===== src/rtl/ovl_retry_pkg.sv =====
package ovl_retry_pkg;

   typedef enum logic [1:0] {
      ST_IDLE = 2'd0,
      ST_OFF  = 2'd1,
      ST_ON   = 2'd2
   } ovl_state_e;

   // Period ratio selected by the 2-bit code
   function automatic logic [3:0] ratio_of(input logic [1:0] code);
      case (code)
         2'b00:   ratio_of = 4'd4;
         2'b01:   ratio_of = 4'd8;
         2'b10:   ratio_of = 4'd10;
         default: ratio_of = 4'd15;
      endcase
   endfunction

endpackage


===== src/rtl/ovl_off_len.sv =====
module ovl_off_len #(
   parameter int unsigned ON_TICKS = 100,
   parameter int unsigned CNT_W    = 11
) (
   input  logic [1:0]       ratio_sel_i,
   output logic [CNT_W-1:0] off_len_o
);
   import ovl_retry_pkg::*;

   localparam bit          IS_POW2 = ((ON_TICKS & (ON_TICKS - 1)) == 0);
   localparam int unsigned SHIFT   = (ON_TICKS > 1) ? $clog2(ON_TICKS) : 0;

   logic [3:0]       ratio_m1;
   logic [CNT_W-1:0] ratio_m1_w;

   always_comb begin
      ratio_m1   = ratio_of(ratio_sel_i) - 4'd1;
      ratio_m1_w = CNT_W'(ratio_m1);
   end

   generate
      if (IS_POW2) begin : g_shift
         assign off_len_o = ratio_m1_w << SHIFT;
      end else begin : g_mult
         assign off_len_o = ratio_m1_w * CNT_W'(ON_TICKS);
      end
   endgenerate

endmodule


===== src/rtl/ovl_tick_timer.sv =====
module ovl_tick_timer #(
   parameter int unsigned CNT_W = 11
) (
   input  logic             clk_i,
   input  logic             rst_i,
   input  logic             load_i,
   input  logic [CNT_W-1:0] load_val_i,
   input  logic             tick_i,
   output logic [CNT_W-1:0] cnt_o,
   output logic             zero_o
);

   always_ff @(posedge clk_i) begin
      if (rst_i) begin
         cnt_o <= '0;
      end else if (load_i) begin
         cnt_o <= load_val_i;
      end else if (tick_i && (cnt_o != '0)) begin
         cnt_o <= cnt_o - 1'b1;
      end
   end

   assign zero_o = (cnt_o == '0);


   tick_hold_chk: assert property (@(posedge clk_i) disable iff (rst_i)
      (!load_i && !tick_i) |=> $stable(cnt_o))
      else $error("timer moved without a tick");

endmodule


===== src/rtl/ovl_retry_fsm.sv =====
module ovl_retry_fsm #(
   parameter int unsigned ON_TICKS = 100,
   parameter int unsigned CNT_W    = 11
) (
   input  logic                      clk_i,
   input  logic                      rst_i,
   input  logic                      ovl_i,
   input  logic                      tick_i,
   input  logic                      zero_i,
   input  logic [CNT_W-1:0]          off_len_i,
   output ovl_retry_pkg::ovl_state_e state_o,
   output logic                      load_o,
   output logic [CNT_W-1:0]          load_val_o
);
   import ovl_retry_pkg::*;

   localparam logic [CNT_W-1:0] ON_M1 = CNT_W'(ON_TICKS - 1);

   ovl_state_e state_q, state_d;
   logic       win_end;

   assign win_end = tick_i && zero_i;

   always_comb begin
      state_d    = state_q;
      load_o     = 1'b0;
      load_val_o = off_len_i - 1'b1;
      case (state_q)
         ST_IDLE: begin
            if (ovl_i) begin
               state_d = ST_OFF;
               load_o  = 1'b1;
            end
         end
         ST_OFF: begin
            if (win_end) begin
               state_d    = ST_ON;
               load_o     = 1'b1;
               load_val_o = ON_M1;
            end
         end
         ST_ON: begin
            if (win_end) begin
               if (ovl_i) begin
                  state_d = ST_OFF;
                  load_o  = 1'b1;
               end else begin
                  state_d = ST_IDLE;
               end
            end
         end
         default: state_d = ST_IDLE;
      endcase
   end

   always_ff @(posedge clk_i) begin
      if (rst_i) state_q <= ST_IDLE;
      else       state_q <= state_d;
   end

   assign state_o = state_q;


   idle_entry_chk: assert property (@(posedge clk_i) disable iff (rst_i)
      (state_q == ST_IDLE && ovl_i) |=> (state_q == ST_OFF))
      else $error("overload in idle did not start cool-down");


   retry_chk: assert property (@(posedge clk_i) disable iff (rst_i)
      (state_q == ST_ON && tick_i && zero_i && ovl_i) |=> (state_q == ST_OFF))
      else $error("overload at window end did not retry");


   clean_exit_chk: assert property (@(posedge clk_i) disable iff (rst_i)
      (state_q == ST_ON && tick_i && zero_i && !ovl_i) |=> (state_q == ST_IDLE))
      else $error("clean window end did not exit");


   ovl_ignored_chk: assert property (@(posedge clk_i) disable iff (rst_i)
      (state_q == ST_OFF && !(tick_i && zero_i)) |=> (state_q == ST_OFF))
      else $error("cool-down left early");

endmodule


===== src/rtl/ovl_retry_ctrl.sv =====
module ovl_retry_ctrl #(
   parameter int unsigned ON_TICKS = 100
) (
   input  logic       clk_i,
   input  logic       rst_i,
   input  logic       ovl_i,
   input  logic       tick_i,
   input  logic [1:0] ratio_sel_i,
   output logic       out_en_o,
   output logic       pulse_act_o
);
   import ovl_retry_pkg::*;

   localparam int unsigned MAX_OFF = ON_TICKS * 14;
   localparam int unsigned CNT_W   = $clog2(MAX_OFF + 1);

   generate
      if (ON_TICKS < 1) begin : g_bad_on
         $error("ON_TICKS must be at least 1");
      end
   endgenerate

   ovl_state_e       state;
   logic             load;
   logic [CNT_W-1:0] load_val;
   logic [CNT_W-1:0] off_len;
   logic [CNT_W-1:0] cnt;
   logic             zero;

   ovl_off_len #(.ON_TICKS(ON_TICKS), .CNT_W(CNT_W)) len_i (
      .ratio_sel_i (ratio_sel_i),
      .off_len_o   (off_len)
   );

   ovl_retry_fsm #(.ON_TICKS(ON_TICKS), .CNT_W(CNT_W)) fsm_i (
      .clk_i      (clk_i),
      .rst_i      (rst_i),
      .ovl_i      (ovl_i),
      .tick_i     (tick_i),
      .zero_i     (zero),
      .off_len_i  (off_len),
      .state_o    (state),
      .load_o     (load),
      .load_val_o (load_val)
   );

   ovl_tick_timer #(.CNT_W(CNT_W)) tmr_i (
      .clk_i      (clk_i),
      .rst_i      (rst_i),
      .load_i     (load),
      .load_val_i (load_val),
      .tick_i     (tick_i),
      .cnt_o      (cnt),
      .zero_o     (zero)
   );

   assign out_en_o    = (state != ST_OFF);
   assign pulse_act_o = (state != ST_IDLE);


   reset_state_chk: assert property (@(posedge clk_i)
      rst_i |=> (out_en_o && !pulse_act_o))
      else $error("reset state wrong");


   on_load_chk: assert property (@(posedge clk_i) disable iff (rst_i)
      ($rose(out_en_o) && pulse_act_o) |-> (cnt == CNT_W'(ON_TICKS - 1)))
      else $error("drive window not loaded with fixed length");


   cnt_bound_chk: assert property (@(posedge clk_i) disable iff (rst_i)
      cnt <= CNT_W'(MAX_OFF - 1))
      else $error("timer above longest cool-down");

endmodule


===== config.mk =====
export PLATFORM = sky130hd
export DESIGN_NAME = ovl_retry_ctrl
export DESIGN_NICKNAME = d
export VERILOG_FILES = /design/src/rtl/ovl_retry_pkg.sv /design/src/rtl/ovl_off_len.sv /design/src/rtl/ovl_tick_timer.sv /design/src/rtl/ovl_retry_fsm.sv /design/src/rtl/ovl_retry_ctrl.sv
export SDC_FILE = /design/constraint.sdc
export NUM_CORES = 1
export LEC_CHECK = 0
export CAP_MARGIN = 0
export CORE_MARGIN = 10
export CORE_UTILIZATION = 35
export DETAILED_ROUTE_END_ITERATION = 7
export GPL_TIMING_DRIVEN = 0
export PLACE_DENSITY = 0.59
export SETUP_SLACK_MARGIN = 0.15
export SLEW_MARGIN = 20
export SYNTH_ARGS = -nofsm -noshare
export SYNTH_HDL_FRONTEND = slang
export SYNTH_SLANG_ARGS = --single-unit

===== constraint.sdc =====
create_clock -name clk_i -period 2.2 [get_ports clk_i]
set_input_delay 0.44 -clock clk_i [delete_from_list [all_inputs] [get_ports clk_i]]
set_output_delay 0.44 -clock clk_i [all_outputs]
set_load 0.02 [all_outputs]

==> results.sh <==
export IMPL_cts_tree="built"
export IMPL_status="finished, final reports clean"
export IMPL_hold_ws_ps=605.1
export IMPL_cts_made_buffers=3
export IMPL_synth_fp_nets=145
export IMPL_swShare_pct=41.65
export IMPL_slew_violations=0
export IMPL_synth_distinct_cells=47
export IMPL_clock_sinks=13
export IMPL_holdBufCountCts=0
export IMPL_drive_above_1_share_pct=18.24
export IMPL_synth_seq_cells=13
export IMPL_io_buffers=6
export IMPL_skew_ps=10.81
export IMPL_hold_viol_final=0
export IMPL_die_area_um2=5663
export IMPL_finalCriticalPeriod_ps=1962
export IMPL_diodes=0
export IMPL_die_height_um=75.26
export IMPL_p_int_mw=0.5628
export IMPL_start_util_pct=37.77
export IMPL_vdd_drop_max_v=0.0002479
export IMPL_startpoint_type="register"
export IMPL_via_per_inst=5.994
export IMPL_fin_crit_sh_pct=89.16
export IMPL_relSlewSlack_pct=63.63
export IMPL_finalInstanceArea_um2=1284
export IMPL_crit_fanout=7
export IMPL_cp_end_kind="register"
export IMPL_drc=0
export IMPL_h_tree_depth=1
export IMPL_yosys_warnings=0
export IMPL_clkTransAtPathRegs_ps=90
export IMPL_dp_cells=169
export IMPL_final_cells=179
export IMPL_async_flop_share_pct=0
export IMPL_gp_congestion=0.8703
export IMPL_finalPower_mw=0.9645
export IMPL_antenna_found_initial=0
export IMPL_ant_nets=0
export IMPL_crit_arrival_ps=2140
export IMPL_place_area_um2=1167
export IMPL_max_freq_mhz=509.8
export IMPL_die_w_um=75.26
export IMPL_area_delta_synth_final_pct=20.14
export IMPL_pwr_share_clk_pct=16.3
export IMPL_fill_cells=274
export IMPL_via_count=1073
export IMPL_required_ps=2380
export IMPL_first_global_vias=947
export IMPL_syn_cell_area_um2=1069
export IMPL_drt_wl_total_mm=2.862
export IMPL_clockBufferDepth=2
export IMPL_power_density_nw_per_um2=751.3
export IMPL_clk_insertion_delay_late_ps=290
export IMPL_grt_util_all_layers_pct=10.22
export IMPL_grt_pass1_wl_mm=4.512
export IMPL_synth_edff_count=0
export IMPL_cap_viol_max_count=0
export IMPL_regArea_um2=261.5
export IMPL_path_class="reg2reg"
export IMPL_syn_inst=132
export IMPL_rsz0062_at_grt="yes"
export IMPL_drtPass1Iterations=5
export IMPL_row_count=19
export IMPL_worst_pin_slew_ps=545.5
export IMPL_finalSetupViolCount=0
export IMPL_hp_class="reg2reg"
export IMPL_num_io_pins=8
export IMPL_finalNetCount=162
export IMPL_wl_per_cell_um=15.99
export IMPL_yosysSeqAreaShare_pct=24.36
export IMPL_p_seq_share_pct=35.4
export IMPL_core_area_um2=2829
export IMPL_p_comb_share_pct=48.3
export IMPL_detailed_place_hpwl_mm=2.031
export IMPL_grt_max_degree=11
export IMPL_synthFlopType="dfxtp_1"
export IMPL_power_switching_mw=0.4017
export IMPL_multi_input_area_um2=747.0
export IMPL_gr_total_overflow=0
export IMPL_cts_root_buffer="clkbuf_4"
export IMPL_avgSynthCellArea_um2=8.095
export IMPL_p_leak_nw=0.5217
export IMPL_drt_iter0_markers=99
## sequential cells by signal (all words and copies together), names as in the netlist
| register | count |
|---|---|
| fsm_i.state_o | 2 |
| tmr_i.cnt_o | 11 |
## cells by family (layout without fill, tap and decap cells)
group / Yosys count / in the layout / synth area share, %
and+or+nand+nor: 48 / 48 / 26.82
AOI/OAI and AO/OA: 43 / 43 / 30.09
buffers and inverters: 19 / 35 / 8.899
DFF: 13 / 13 / 24.36
adders and majority gates: 7 / 7 / 8.196
xor gates and xnor gates: 2 / 2 / 1.640
## per-stage QoR
stage          utilization [%]  setup TNS (ps)  setup WS (ps)
2_1_floorplan                -               0          376.5
3_3_place_gp             41.26               0          5.745
3_5_place_dp             41.26          -2.514         -2.062
4_1_cts                  42.99               0          109.6
5_1_grt                  45.38               0          120.1
6_report                 45.38               0          238.4
## cell usage in the layout (no fill, tap or decap), drive strengths merged, types with 3 or more instances in the layout
| cell type | count |
|---|---|
| dfxtp | 13 |
| buf | 11 |
| inv | 10 |
| nor2 | 10 |
| nand2 | 9 |
| a21oi | 8 |
| clkbuf | 8 |
| ha | 7 |
| o21ai | 7 |
| a32oi | 6 |
| nand3 | 5 |
| a211oi | 5 |
| nor2b | 4 |
| clkdlybuf4s50 | 4 |
| a31oi | 4 |
| nor4 | 3 |
## path summary, 6_finish.rpt
kind                                  endpoint  slack, ps           start  cells past startpoint
worst max-delay path            tmr_i.cnt_o[5]        240  tmr_i.cnt_o[1]                      8
worst min-delay path            tmr_i.cnt_o[7]        610  tmr_i.cnt_o[7]                      2
worst max register to register  tmr_i.cnt_o[5]        240  tmr_i.cnt_o[1]                      8
worst min register to register  tmr_i.cnt_o[7]        610  tmr_i.cnt_o[7]                      2
## repair_timing
item | 4_1_cts | 5_1_grt
pin swaps | 0 | 4
endpoints found under the setup margin | 10 | 11
buffers inserted | 0 | 6
resized for setup | 4 | 10
## worst max-delay path, cell delays in order, from the launching register on
cell and delay (ps):
dfxtp_1 350, inv_1 90, ha_1 150, nor4b_4 180, buf_4 180, nand4_2 220
a21oi_4 320, o21ai_1 110, a32o_1 250
## area by class of cell
type	instances	share of cell area, %
repair buffers	12	8.577
clock buffers	4	2.047
well taps	31	3.021
plain buffers	9	4.873
multi-input cells	100	58.19
inverters	10	2.924
flip-flops and latches	13	20.37
## synthesized netlist by cell type (2+ instances only)
cell / n / area share [%]
o21ai_1: 4 / 1.9
a211o_1: 2 / 1.6
or4_1: 2 / 1.4
a31oi_1: 3 / 1.8
inv_1: 10 / 3.5
buf_6: 3 / 3.2
nand3_1: 5 / 2.3
a32oi_1: 6 / 4.9
dfxtp_1: 13 / 24
nand2b_1: 2 / 1.2
nor3_1: 2 / 0.94
a21o_1: 2 / 1.4
clkbuf_1: 5 / 1.8
o21ai_0: 2 / 0.94
nand4b_1: 2 / 1.6
nor2_1: 10 / 3.5
nor2b_1: 4 / 2.3
nor4_1: 2 / 1.2
nand2_1: 8 / 2.8
ha_1: 7 / 8.2
nor3b_1: 2 / 1.4
a21oi_1: 7 / 3.3
o221ai_1: 2 / 1.6
a211oi_1: 4 / 2.8
## routing by layer
metal	wire length, um	track usage (%)
met3	143	2.760
met4	22	2.680
met2	1344	15.90
met5	0	0
met1	1352	13.57
## power by group through the flow
stage / clock (mW) / combinational, mW / sequential (mW)
final: 0.157 / 0.466 / 0.341
after global placement: 0 / 0.394 / 0.336
after global routing: 0.166 / 0.512 / 0.349
after floorplan: 0 / 0.317 / 0.325
after CTS: 0.154 / 0.416 / 0.338
after detailed placement: 0 / 0.403 / 0.338
No activity file was read; power rests on OpenSTA's default activity.
